<file path="config.mk">
export PLATFORM = sky130hd
export DESIGN_NAME = uart_status_reg
export DESIGN_NICKNAME = d
export VERILOG_FILES = /design/src/rtl/uart_stat_pkg.sv /design/src/rtl/uart_stat_flag.sv /design/src/rtl/uart_stat_txfsm.sv /design/src/rtl/uart_status_reg.sv
export SDC_FILE = /design/constraint.sdc
export NUM_CORES = 1
export LEC_CHECK = 0
export BUFFER_PORTS_ARGS = -buffer_cell sky130_fd_sc_hd__buf_4
export CAP_MARGIN = 20
export CORE_MARGIN = 2
export CORE_UTILIZATION = 46
export DETAILED_ROUTE_END_ITERATION = 8
export HOLD_SLACK_MARGIN = 0.15
export PLACE_DENSITY = 0.75
export SYNTH_ARGS = -nofsm -noshare
export SYNTH_HDL_FRONTEND = slang
export SYNTH_SLANG_ARGS = --single-unit
</file>
<file path="constraint.sdc">
create_clock -name clk -period 1.3 [get_ports clk]
set_clock_uncertainty 0.05 [all_clocks]
set_input_delay 0.13 -clock clk [delete_from_list [all_inputs] [get_ports clk]]
set_output_delay 0.13 -clock clk [all_outputs]
set_load 0.005 [all_outputs]
</file>
<file path="src/rtl/uart_stat_pkg.sv">
package uart_stat_pkg;
    localparam int STAT_W  = 8;
    localparam int B_TXE   = 7;
    localparam int B_RXF   = 6;
    localparam int B_OVR   = 5;
    localparam int B_FRM   = 4;
    localparam int B_PAR   = 3;
    localparam int B_TEND  = 2;
    localparam int B_MPR   = 1;
    localparam int B_MPT   = 0;
    localparam int N_RXFL  = B_RXF - B_PAR + 1;
    localparam logic [STAT_W-1:0] STAT_RST = 8'h84;

    typedef enum logic [1:0] {
        FL_CLEAR = 2'd0,
        FL_SET   = 2'd1,
        FL_ARMED = 2'd2
    } flag_state_e;

    typedef enum logic [1:0] {
        TX_IDLE  = 2'd0,
        TX_HELD  = 2'd1,
        TX_DRAIN = 2'd2
    } tx_state_e;
endpackage

</file>
<file path="src/rtl/uart_stat_flag.sv">
module uart_stat_flag
    import uart_stat_pkg::*;
(
    input  logic clk,
    input  logic rst_n,
    input  logic lp_i,
    input  logic set_i,
    input  logic rd_i,
    input  logic wr_i,
    input  logic wbit_i,
    output logic flag_o
);
    flag_state_e state_q, state_d;
    logic        wr_zero;

    assign wr_zero = wr_i && !wbit_i;

    always_ff @(posedge clk or negedge rst_n) begin
        if (!rst_n)
            state_q <= FL_CLEAR;
        else if (lp_i)
            state_q <= FL_CLEAR;
        else
            state_q <= state_d;
    end

    always_comb begin
        state_d = state_q;
        if (set_i) begin
            if (rd_i && state_q != FL_CLEAR)
                state_d = FL_ARMED;
            else if (wr_zero)
                state_d = FL_SET;
            else if (state_q == FL_CLEAR)
                state_d = FL_SET;
        end else begin
            unique case (state_q)
                FL_CLEAR: state_d = FL_CLEAR;
                FL_SET:   state_d = rd_i ? FL_ARMED : FL_SET;
                FL_ARMED: state_d = wr_zero ? FL_CLEAR : FL_ARMED;
                default:  state_d = FL_CLEAR;
            endcase
        end
    end

    always_comb begin
        flag_o = (state_q != FL_CLEAR);
    end


    wr_one_no_set_chk: assert property (@(posedge clk) disable iff (!rst_n)
        (state_q == FL_CLEAR && wr_i && wbit_i && !set_i) |=> !flag_o);


    unarmed_keep_chk: assert property (@(posedge clk) disable iff (!rst_n)
        (state_q == FL_SET && !lp_i) |=> flag_o);


    set_wins_chk: assert property (@(posedge clk) disable iff (!rst_n)
        (set_i && !lp_i) |=> flag_o);
endmodule

</file>
<file path="src/rtl/uart_stat_txfsm.sv">
module uart_stat_txfsm
    import uart_stat_pkg::*;
(
    input  logic clk,
    input  logic rst_n,
    input  logic lp_i,
    input  logic rd_i,
    input  logic wr_i,
    input  logic wbit_i,
    input  logic tdr_wr_i,
    input  logic xfer_i,
    input  logic dis_i,
    input  logic fend_i,
    output logic txe_o,
    output logic tend_o
);
    tx_state_e state_q, state_d;
    logic      arm_q, arm_d;
    logic      set_ev, clr_ev, txe_cur, wr_zero;

    assign wr_zero = wr_i && !wbit_i;
    assign set_ev  = xfer_i || dis_i;
    assign clr_ev  = tdr_wr_i || (wr_zero && arm_q);
    assign txe_cur = (state_q != TX_HELD);

    always_ff @(posedge clk or negedge rst_n) begin
        if (!rst_n) begin
            state_q <= TX_IDLE;
            arm_q   <= 1'b0;
        end else if (lp_i) begin
            state_q <= TX_IDLE;
            arm_q   <= 1'b0;
        end else begin
            state_q <= state_d;
            arm_q   <= arm_d;
        end
    end

    always_comb begin
        state_d = state_q;
        unique case (state_q)
            TX_IDLE: begin
                if (!set_ev && clr_ev) state_d = TX_HELD;
            end
            TX_HELD: begin
                if (set_ev) state_d = TX_DRAIN;
            end
            TX_DRAIN: begin
                if (!set_ev && clr_ev) state_d = TX_HELD;
                else if (fend_i)       state_d = TX_IDLE;
            end
            default: state_d = TX_IDLE;
        endcase
    end

    always_comb begin
        if (state_d == TX_HELD)  arm_d = 1'b0;
        else if (rd_i && txe_cur) arm_d = 1'b1;
        else if (wr_zero)        arm_d = 1'b0;
        else                     arm_d = arm_q;
    end

    always_comb begin
        txe_o  = (state_q != TX_HELD);
        tend_o = (state_q == TX_IDLE);
    end


    tend_needs_txe_chk: assert property (@(posedge clk) disable iff (!rst_n)
        tend_o |-> txe_o);


    txe_set_chk: assert property (@(posedge clk) disable iff (!rst_n)
        (set_ev && !lp_i) |=> txe_o);


    tdr_clear_chk: assert property (@(posedge clk) disable iff (!rst_n)
        (tdr_wr_i && !set_ev && !lp_i) |=> (!txe_o && !tend_o));
endmodule

</file>
<file path="src/rtl/uart_status_reg.sv">
module uart_status_reg
    import uart_stat_pkg::*;
(
    input  logic              clk,
    input  logic              rst_n,
    input  logic              lp_enter,
    input  logic              rd_stb,
    input  logic              wr_stb,
    input  logic [STAT_W-1:0] wdata,
    output logic [STAT_W-1:0] rdata,
    input  logic              tdr_wr,
    input  logic              xfer,
    input  logic              tx_dis,
    input  logic              frame_end,
    input  logic              rx_done,
    input  logic              rx_mpb,
    input  logic              ovr_err,
    input  logic              frm_err,
    input  logic              par_err
);
    logic              txe, tend, mpr_q, mpt_q;
    logic [N_RXFL-1:0] rx_set, rx_flag;
    logic              unused_wbits;

    assign unused_wbits = ^wdata[B_TEND:B_MPR];
    assign rx_set = {rx_done, ovr_err, frm_err, par_err};

    uart_stat_txfsm u_txfsm (
        .clk      (clk),
        .rst_n    (rst_n),
        .lp_i     (lp_enter),
        .rd_i     (rd_stb),
        .wr_i     (wr_stb),
        .wbit_i   (wdata[B_TXE]),
        .tdr_wr_i (tdr_wr),
        .xfer_i   (xfer),
        .dis_i    (tx_dis),
        .fend_i   (frame_end),
        .txe_o    (txe),
        .tend_o   (tend)
    );

    for (genvar gi = 0; gi < N_RXFL; gi++) begin : g_rxfl
        uart_stat_flag u_flag (
            .clk    (clk),
            .rst_n  (rst_n),
            .lp_i   (lp_enter),
            .set_i  (rx_set[gi]),
            .rd_i   (rd_stb),
            .wr_i   (wr_stb),
            .wbit_i (wdata[B_PAR+gi]),
            .flag_o (rx_flag[gi])
        );
    end

    always_ff @(posedge clk or negedge rst_n) begin
        if (!rst_n) begin
            mpr_q <= STAT_RST[B_MPR];
            mpt_q <= STAT_RST[B_MPT];
        end else if (lp_enter) begin
            mpr_q <= STAT_RST[B_MPR];
            mpt_q <= STAT_RST[B_MPT];
        end else begin
            if (rx_done) mpr_q <= rx_mpb;
            if (wr_stb)  mpt_q <= wdata[B_MPT];
        end
    end

    always_comb begin
        rdata                = '0;
        rdata[B_TXE]         = txe;
        rdata[B_RXF:B_PAR]   = rx_flag;
        rdata[B_TEND]        = tend;
        rdata[B_MPR]         = mpr_q;
        rdata[B_MPT]         = mpt_q;
    end


    lp_reload_chk: assert property (@(posedge clk) disable iff (!rst_n)
        lp_enter |=> (rdata == STAT_RST));


    mpb_capture_chk: assert property (@(posedge clk) disable iff (!rst_n)
        (rx_done && !lp_enter) |=> (rdata[B_MPR] == $past(rx_mpb)));


    mpt_write_chk: assert property (@(posedge clk) disable iff (!rst_n)
        (wr_stb && !lp_enter) |=> (rdata[B_MPT] == $past(wdata[B_MPT])));
endmodule

</file>
==> run_results.csv, run 1 <==
group,metric,value,unit
sta,finalHoldWorstSlack,0.161,ns
logic_synthesis,synth_xor_area_frac,0,
floorplan,num_rows,17,
min_path,worstHoldPathType,"input port to asynchronous set/reset pin",
clocking,cts_buffers,3,
drt,viasPerCell,5.08,
clocking,clock_sinks,13,
drt,drt_iter0_markers,9,
drt,ant_nets,0,
drt,top_layer_used,"met4",
critical_path,reg2regPathDepth,6,
clocking,path_clk_slew,0.09,ns
cells_and_area,syn_to_final_growth,60.5,%
cells_and_area,fin_area,1690,µm²
cells_and_area,final_nets,210,
critical_path,worst_setup_path_start_kind,"flop",
power,p_leak,0.807,nW
logic_synthesis,synth.distinct_cells,26,
critical_path,crit_type,"flop to flop",
logic_synthesis,ys_seq_area_frac,0.309,
sta,setup_tns,-0.397,ns
power,ir_drop,675,µV
critical_path,cp_top_family,"simple AND/OR/NAND/NOR gates",
critical_path,worst_ep_arrival_time,1.53,ns
sta,worst_pin_slew,0.318,ns
critical_path,crit_path_cell_trace,"inv_2 -> ha_4 -> buf_6 -> nor4b_4 -> nand2_1 -> o31ai_1",
floorplan,initial_core_util,0.480,
drt,dr.pass1.iters,4,
logic_synthesis,syn_area_per_cell,8.77,µm²
drt,wl_met3,104,µm
cells_and_area,final_common_cell,"buf_4",
sta,hold_viol,0,
critical_path,worstPathMaxFanout,3,
cells_and_area,fill_cells,141,
floorplan,io_pins,30,
cells_and_area,layout_common_cells,"buf_4 (45), nand2_1 (14), dfrtp_1 (13), inv_2 (10), dlygate4sd3_1 (9)",
logic_synthesis,syn_inst,120,
clocking,cts.htree.levels,1,
logic_synthesis,synth_top_family_by_area,"simple AND/OR/NAND/NOR gates",
clocking,root_buffer,"clkbuf_4",
sta,setup_viol,6,
place,post-dp-hpwl,1.86,mm
flow_run,drv_cap,0,
outcome,violations,"negative setup slack",
sta,setup_slack,-0.0793,ns
place,gp_congestion,0.758,
drt,met2_wirelength,1.51,mm
floorplan,die_area,2690,µm²
global_routing,antenna_found_initial,0,
logic_synthesis,synth-simple-area-share,0.247,
global_routing,grt_overflow,0,
global_routing,grtUsageTotal,0.237,
sta,fin_crit_sh,1.06,
floorplan,core-area,2190,µm²
logic_synthesis,synth_fa_ha_area_frac,0.143,
critical_path,cpPeakStageDelay,0.39,ns
drt,avgRoutedWirePerCell,13.8,µm
drt,drt-total-wl,2.80,mm
cells_and_area,fin_util,0.771,
sta,grt_setup_unrepaired,"yes",
clocking,cts_tree,"built",
place,placed_area,1390,µm²
cells_and_area,layout-drive-gt1-share,0.480,
critical_path,reg2reg_to,"g_rxfl[3].u_flag.state_q[0]",
floorplan,fp.dieH,51.8,µm
global_routing,grt_pass1_wl,4.64,mm
sta,relSlewSlack,0.787,
logic_synthesis,synth_seq_cells,13,
critical_path,critPathBufInv,2,
drt,wl_met1,1.17,mm
sta,layout_min_cycle_time,1.38,ns
critical_path,r2r_start,"g_rxfl[3].u_flag.state_q[1]",
global_routing,grt_max_degree,15,
outcome,outcome,"finished, violations left",
critical_path,slowest_stage,"dfrtp_1",
clocking,clock_path_buffers,2,
power,powerDensity,694,nW/µm²
power,power.total,1.17,mW
drt,via_count,1031,
logic_synthesis,muxShareOfSynthArea,0.0190,
logic_synthesis,syn-num-nets,154,
place,io_buffers,27,
logic_synthesis,synth_compound_area_frac,0.171,
critical_path,r2r_slack,-0.08,ns
global_routing,first_global_vias,1079,
floorplan,dieWidth,51.8,µm
drt,drc,0,
critical_path,endpoint_kind,"flop",
clocking,clk_latency,0.28,ns
sta,drv_slew,0,
critical_path,crit_required,1.45,ns
logic_synthesis,syn_area,1050,µm²
cells_and_area,antenna_cells,0,
sta,fmax,725,MHz
logic_synthesis,yosys_warnings,0,
## cell usage after synthesis, drive strengths merged
cell type,n,area [µm²]
a21oi,4,20.0
a2bb2oi,3,26.3
o31ai,3,22.5
a2111oi,1,15.0
o21ai,7,35.0
nor4b,3,56.3
nor2b,10,62.6
dfrtp,13,325
ha,12,150
mux2i,2,20.0
nor3,3,20.0
a22o,2,17.5
or2,1,8.76
a21o,2,15.0
clkbuf,2,7.51
nand3b,1,7.51
buf,8,60.1
inv,13,48.8
o21a,1,7.51
nand2b,3,18.8
nor2,9,33.8
nand2,14,52.6
o22ai,2,12.5
a32oi,1,8.76
## metrics by stage
| step | setup WS [ns] | cells |
|---|---|---|
| floorplan | -0.0297 | 120 |
| global placement | -0.0604 | 184 |
| detailed placement | -0.0986 | 184 |
| CTS | -0.0693 | 200 |
| global route | -0.129 | 203 |
| finish | -0.0793 | 203 |
## kinds of logic after synthesis
| family | after synthesis |
|---|---|
| and+or+nand+nor | 44 |
| AOI/OAI and AO/OA | 26 |
| buffers and inverters | 23 |
| DFF | 13 |
| adders and majority gates | 12 |
| muxes | 2 |
## how the worst max path moves through the flow
stage | start | to | slack (ns) | depth (start not counted)
floorplan | g_rxfl[2].u_flag.state_q[1] | g_rxfl[2].u_flag.state_q[1] | -0.03 | 6
global placement | g_rxfl[1].u_flag.state_q[1] | g_rxfl[1].u_flag.state_q[1] | -0.06 | 6
detailed placement | g_rxfl[1].u_flag.state_q[0] | g_rxfl[1].u_flag.state_q[1] | -0.1 | 6
CTS | g_rxfl[3].u_flag.state_q[1] | g_rxfl[3].u_flag.state_q[0] | -0.07 | 6
global route | g_rxfl[1].u_flag.state_q[0] | g_rxfl[1].u_flag.state_q[1] | -0.13 | 6
finish | g_rxfl[3].u_flag.state_q[1] | g_rxfl[3].u_flag.state_q[0] | -0.08 | 6
## sequential cells by signal, indices dropped and copies added, names as in the netlist
register	flops
u_txfsm.state_q	2
g_rxfl.u_flag.state_q	8
mpr_q	1
mpt_q	1
u_txfsm.arm_q	1
## layer usage
layer,up-vias,global-route usage
met1,482,0.276
met2,35,0.430
met4,0,0.0833
li1,510,-
met3,4,0.0402
met5,-,0
## cell type report
type	instances	area, µm²	area share
well taps	28	35.0	0.0207
inverters	13	48.8	0.0289
clock inverters	1	5.00	0.00296
repair buffers	61	507	0.300
clock buffers	3	22.5	0.0133
multi-input cells	84	746	0.441
flip-flops and latches	13	325	0.193
## power by group
part           total [mW]  internal (mW)  leakage [nW]  switching [mW]
Combinational       0.466          0.271         0.615           0.195
Clock               0.262          0.114        0.0177           0.148
Sequential          0.444          0.427         0.174          0.0177
Total                1.17          0.812         0.807           0.361
## repair_timing
| action | 4_1_cts | 5_1_grt |
|---|---|---|
| gates resized for setup | 29 | 7 |
| hold buffers | 8 | 1 |
| endpoints found under the hold margin | 18 | 1 |
| setup buffers | 5 | 2 |
| endpoints found under the setup margin | 10 | 12 |
| pin swaps | 7 | 7 |
No activity file was read; power rests on OpenSTA's default activity.
==> run 2, diff against run 1 <==
--- a/config.mk
+++ b/config.mk
@@ -8,10 +8,12 @@
 export BUFFER_PORTS_ARGS = -buffer_cell sky130_fd_sc_hd__buf_4
 export CAP_MARGIN = 20
 export CORE_MARGIN = 2
-export CORE_UTILIZATION = 46
+export CORE_UTILIZATION = 45
 export DETAILED_ROUTE_END_ITERATION = 8
 export HOLD_SLACK_MARGIN = 0.15
-export PLACE_DENSITY = 0.75
+export PLACE_DENSITY = 0.74
+export REMOVE_ABC_BUFFERS = 1
 export SYNTH_ARGS = -nofsm -noshare
 export SYNTH_HDL_FRONTEND = slang
+export SYNTH_HIERARCHICAL = 1
 export SYNTH_SLANG_ARGS = --single-unit
==> run 2 against run 1 <==
  * The flow now finishes without violations
  * Wire length is 23% lower
  * Maximum frequency is 7.1% higher
  * Combinational power down 29%
  * Hold slack worse by 0.0070 ns
  * Die area decreased by 5.3%
  * Non-clock buffer count down 21
  * Area after synthesis decreased by 7.7%
  * Flip-flop and latch count is the same
  * Final cell count shrank 16%
  * Highest routed layer is now met3
  * Clock-buffer cell count up 1
  * Critical path type is now flop to output pin
  * Largest power group is now sequential cells
==> run_results.csv, run 2 <==
group,metric,value,unit
critical_path,cpPeakStageDelay,0.42,ns
drt,ant_nets,0,
drt,dr.pass1.iters,4,
critical_path,critPathBufInv,3,
clocking,cts.htree.levels,1,
drt,viasPerCell,5.21,
sta,drv_slew,0,
critical_path,reg2regPathDepth,5,
place,io_buffers,27,
flow_run,drv_cap,0,
floorplan,core-area,2000,µm²
critical_path,cp_top_family,"flip-flops",
logic_synthesis,syn_area_per_cell,9.43,µm²
global_routing,grtUsageTotal,0.170,
critical_path,cp-endpoint,"rdata[4]",
min_path,worstHoldPathType,"input port to flop",
clocking,cts_buffers,3,
sta,hold_viol,0,
logic_synthesis,synthTopCellsByArea,"dfrtp_1 (34%), ha_1 (15%), inv_1 (6.2%)",
drt,met2_wirelength,1.06,mm
logic_synthesis,yosys_warnings,6,
global_routing,grt_max_degree,15,
drt,drt_iter0_markers,22,
critical_path,worst_ep_arrival_time,1.11,ns
floorplan,io_pins,30,
drt,wl_met3,142,µm
logic_synthesis,synth_seq_cells,13,
sta,relSlewSlack,0.843,
clocking,clk_latency,0.27,ns
cells_and_area,regMostFlops,"g_rxfl.u_flag/state_q",
sta,grt_setup_unrepaired,"yes",
global_routing,grt_pass1_wl,3.35,mm
critical_path,crit_path_start,"g_rxfl[1].u_flag/state_q[0]",
cells_and_area,final_nets,178,
logic_synthesis,ys_async_sr_fraction,1.00,
critical_path,worstPathMaxFanout,3,
clocking,root_buffer,"clkbuf_4",
critical_path,crit_required,1.12,ns
critical_path,crit_path_cell_trace,"inv_2 -> ha_4 -> inv_1 -> buf_4",
place,gp_congestion,0.846,
sta,fin_crit_sh,0.991,
cells_and_area,fill_cells,147,
outcome,outcome,"finished, final reports clean",
power,ir_drop,483,µV
sta,setup_viol,0,
logic_synthesis,netlist.area_leader.share,0.335,
critical_path,worst_setup_path_start_kind,"flop",
cells_and_area,largest_reg_flops,8,
drt,drc,0,
cells_and_area,final_common_cell,"buf_4",
drt,via_count,885,
power,powerDensity,727,nW/µm²
logic_synthesis,syn_area,971,µm²
cells_and_area,syn_to_final_growth,44.7,%
global_routing,antenna_found_initial,0,
floorplan,num_rows,16,
place,post-dp-hpwl,1.44,mm
clocking,clock_path_buffers,2,
clocking,cts_tree,"built",
critical_path,crit_type,"flop to output pin",
cells_and_area,reg_top3,"g_rxfl.u_flag/state_q x8, u_txfsm/state_q x2",
logic_synthesis,synth.distinct_cells,24,
critical_path,slowest_stage,"dfrtp_1",
clocking,path_clk_slew,0.08,ns
logic_synthesis,synth_ff_type,"dfrtp_1",
cells_and_area,layout_common_cells,"buf_4 (30), dfrtp_1 (13), inv_2 (10), dlygate4sd3_1 (9), nor2_1 (8)",
critical_path,reg2reg_to,"g_rxfl[2].u_flag/state_q[0]",
clocking,clock_sinks,13,
logic_synthesis,ys_top_cells_by_count,"inv_1 (16), dfrtp_1 (13), ha_1 (12)",
cells_and_area,instances_no_fill,170,
logic_synthesis,synth_most_common_cell,"inv_1",
global_routing,grt_overflow,0,
cells_and_area,fin_util,0.702,
floorplan,initial_core_util,0.485,
global_routing,first_global_vias,833,
drt,wl_met1,968,µm
logic_synthesis,synth_edf_count,0,
critical_path,r2r_slack,0.02,ns
logic_synthesis,yosysTopAreaCell,"dfrtp_1",
place,dp.cells,153,
floorplan,die_area,2550,µm²
critical_path,cp.depth,4,
place,placed_area,1180,µm²
logic_synthesis,syn_inst,103,
sta,worst_pin_slew,0.232,ns
critical_path,endpoint_kind,"output pin",
power,p_leak,0.677,nW
floorplan,dieWidth,50.5,µm
logic_synthesis,ys_seq_area_frac,0.335,
cells_and_area,antenna_cells,0,
drt,avgRoutedWirePerCell,12.8,µm
sta,layout_min_cycle_time,1.29,ns
critical_path,r2r_start,"g_rxfl[2].u_flag/state_q[1]",
cells_and_area,fin_area,1410,µm²
sta,fmax,776,MHz
drt,drt-total-wl,2.17,mm
cells_and_area,layout-drive-gt1-share,0.420,
floorplan,fp.dieH,50.5,µm
drt,top_layer_used,"met3",
-- run 2: changes by cell type after synthesis, moves of 3 or more --
cell	change
a21oi_2	+4
a22oi_1	+5
a2bb2oi_1	-3
a311o_1	+4
buf_4	-4
inv_1	+3
nand2_1	-9
nand2b_4	+4
nand3_1	+4
nand3b_1	+3
nor2b_1	-9
o21ai_0	-6
o31ai_1	-3
-- run 2: cells by family after synthesis --
family          synth area share
mux                       0.0206
compound gates             0.186
buf+inv                   0.0928
simple gates               0.211
flops                      0.335
fa+ha+maj                  0.155
-- run 2: worst min-delay path by stage --
stage	startpoint	end	cells past startpoint
floorplan	rst_n	g_rxfl[0].u_flag/state_q[0]	0
global placement	rst_n	mpr_q	1
detailed placement	rst_n	mpr_q	1
CTS	xfer	u_txfsm/state_q[1]	4
global route	tdr_wr	u_txfsm/arm_q	3
finish	xfer	u_txfsm/state_q[1]	4
-- run 2: worst reg2reg max path: stages (launching register included) --
cell     delay (ns)
dfrtp_1        0.42
inv_2          0.09
ha_2           0.18
nor2_1         0.05
a311o_1        0.32
a21oi_2        0.11
-- run 2: through the flow --
stage / setup TNS (ns) / hold slack, ns / power, mW / setup slack (ns)
after CTS: 0 / 0.161 / 0.978 / 0.00112
final: 0 / 0.154 / 1.02 / 0.0119
after detailed placement: 0 / -0.0638 / 0.712 / 0.0360
after global routing: -0.136 / 0.164 / 1.09 / -0.0590
after floorplan: 0 / -0.216 / 0.581 / 0.130
after global placement: 0 / -0.0646 / 0.705 / 0.0767
-- run 2: timing repair --
item                                    in CTS  in global routing
hold buffers                                 9                  0
hold endpoints to repair                    26                  0
setup buffers                                0                  4
endpoints found under the setup margin       0                  8
gates resized for setup                      0                 24
-- run 2: area by class of cell --
class / count / area, µm² / area share
inverter: 16 / 60.1 / 0.0427
multi-input combinational: 70 / 633 / 0.451
tap: 27 / 33.8 / 0.0240
clock buffer: 4 / 26.3 / 0.0187
sequential: 13 / 325 / 0.232
timing repair buffer: 40 / 327 / 0.232
-- run 2: where the power goes --
part | leakage, nW | switching, mW | total, mW | internal [mW]
logic | 0.488 | 0.151 | 0.331 | 0.180
clock network | 0.0150 | 0.126 | 0.244 | 0.119
registers | 0.174 | 0.0199 | 0.447 | 0.427
total | 0.677 | 0.297 | 1.02 | 0.725
-- run 2: layer usage --
| layer | vias up | track usage |
|---|---|---|
| li1 | 434 | - |
| met1 | 420 | 0.205 |
| met5 | - | 0 |
| met2 | 31 | 0.307 |
| met3 | 0 | 0.0327 |
| met4 | 0 | 0.0405 |
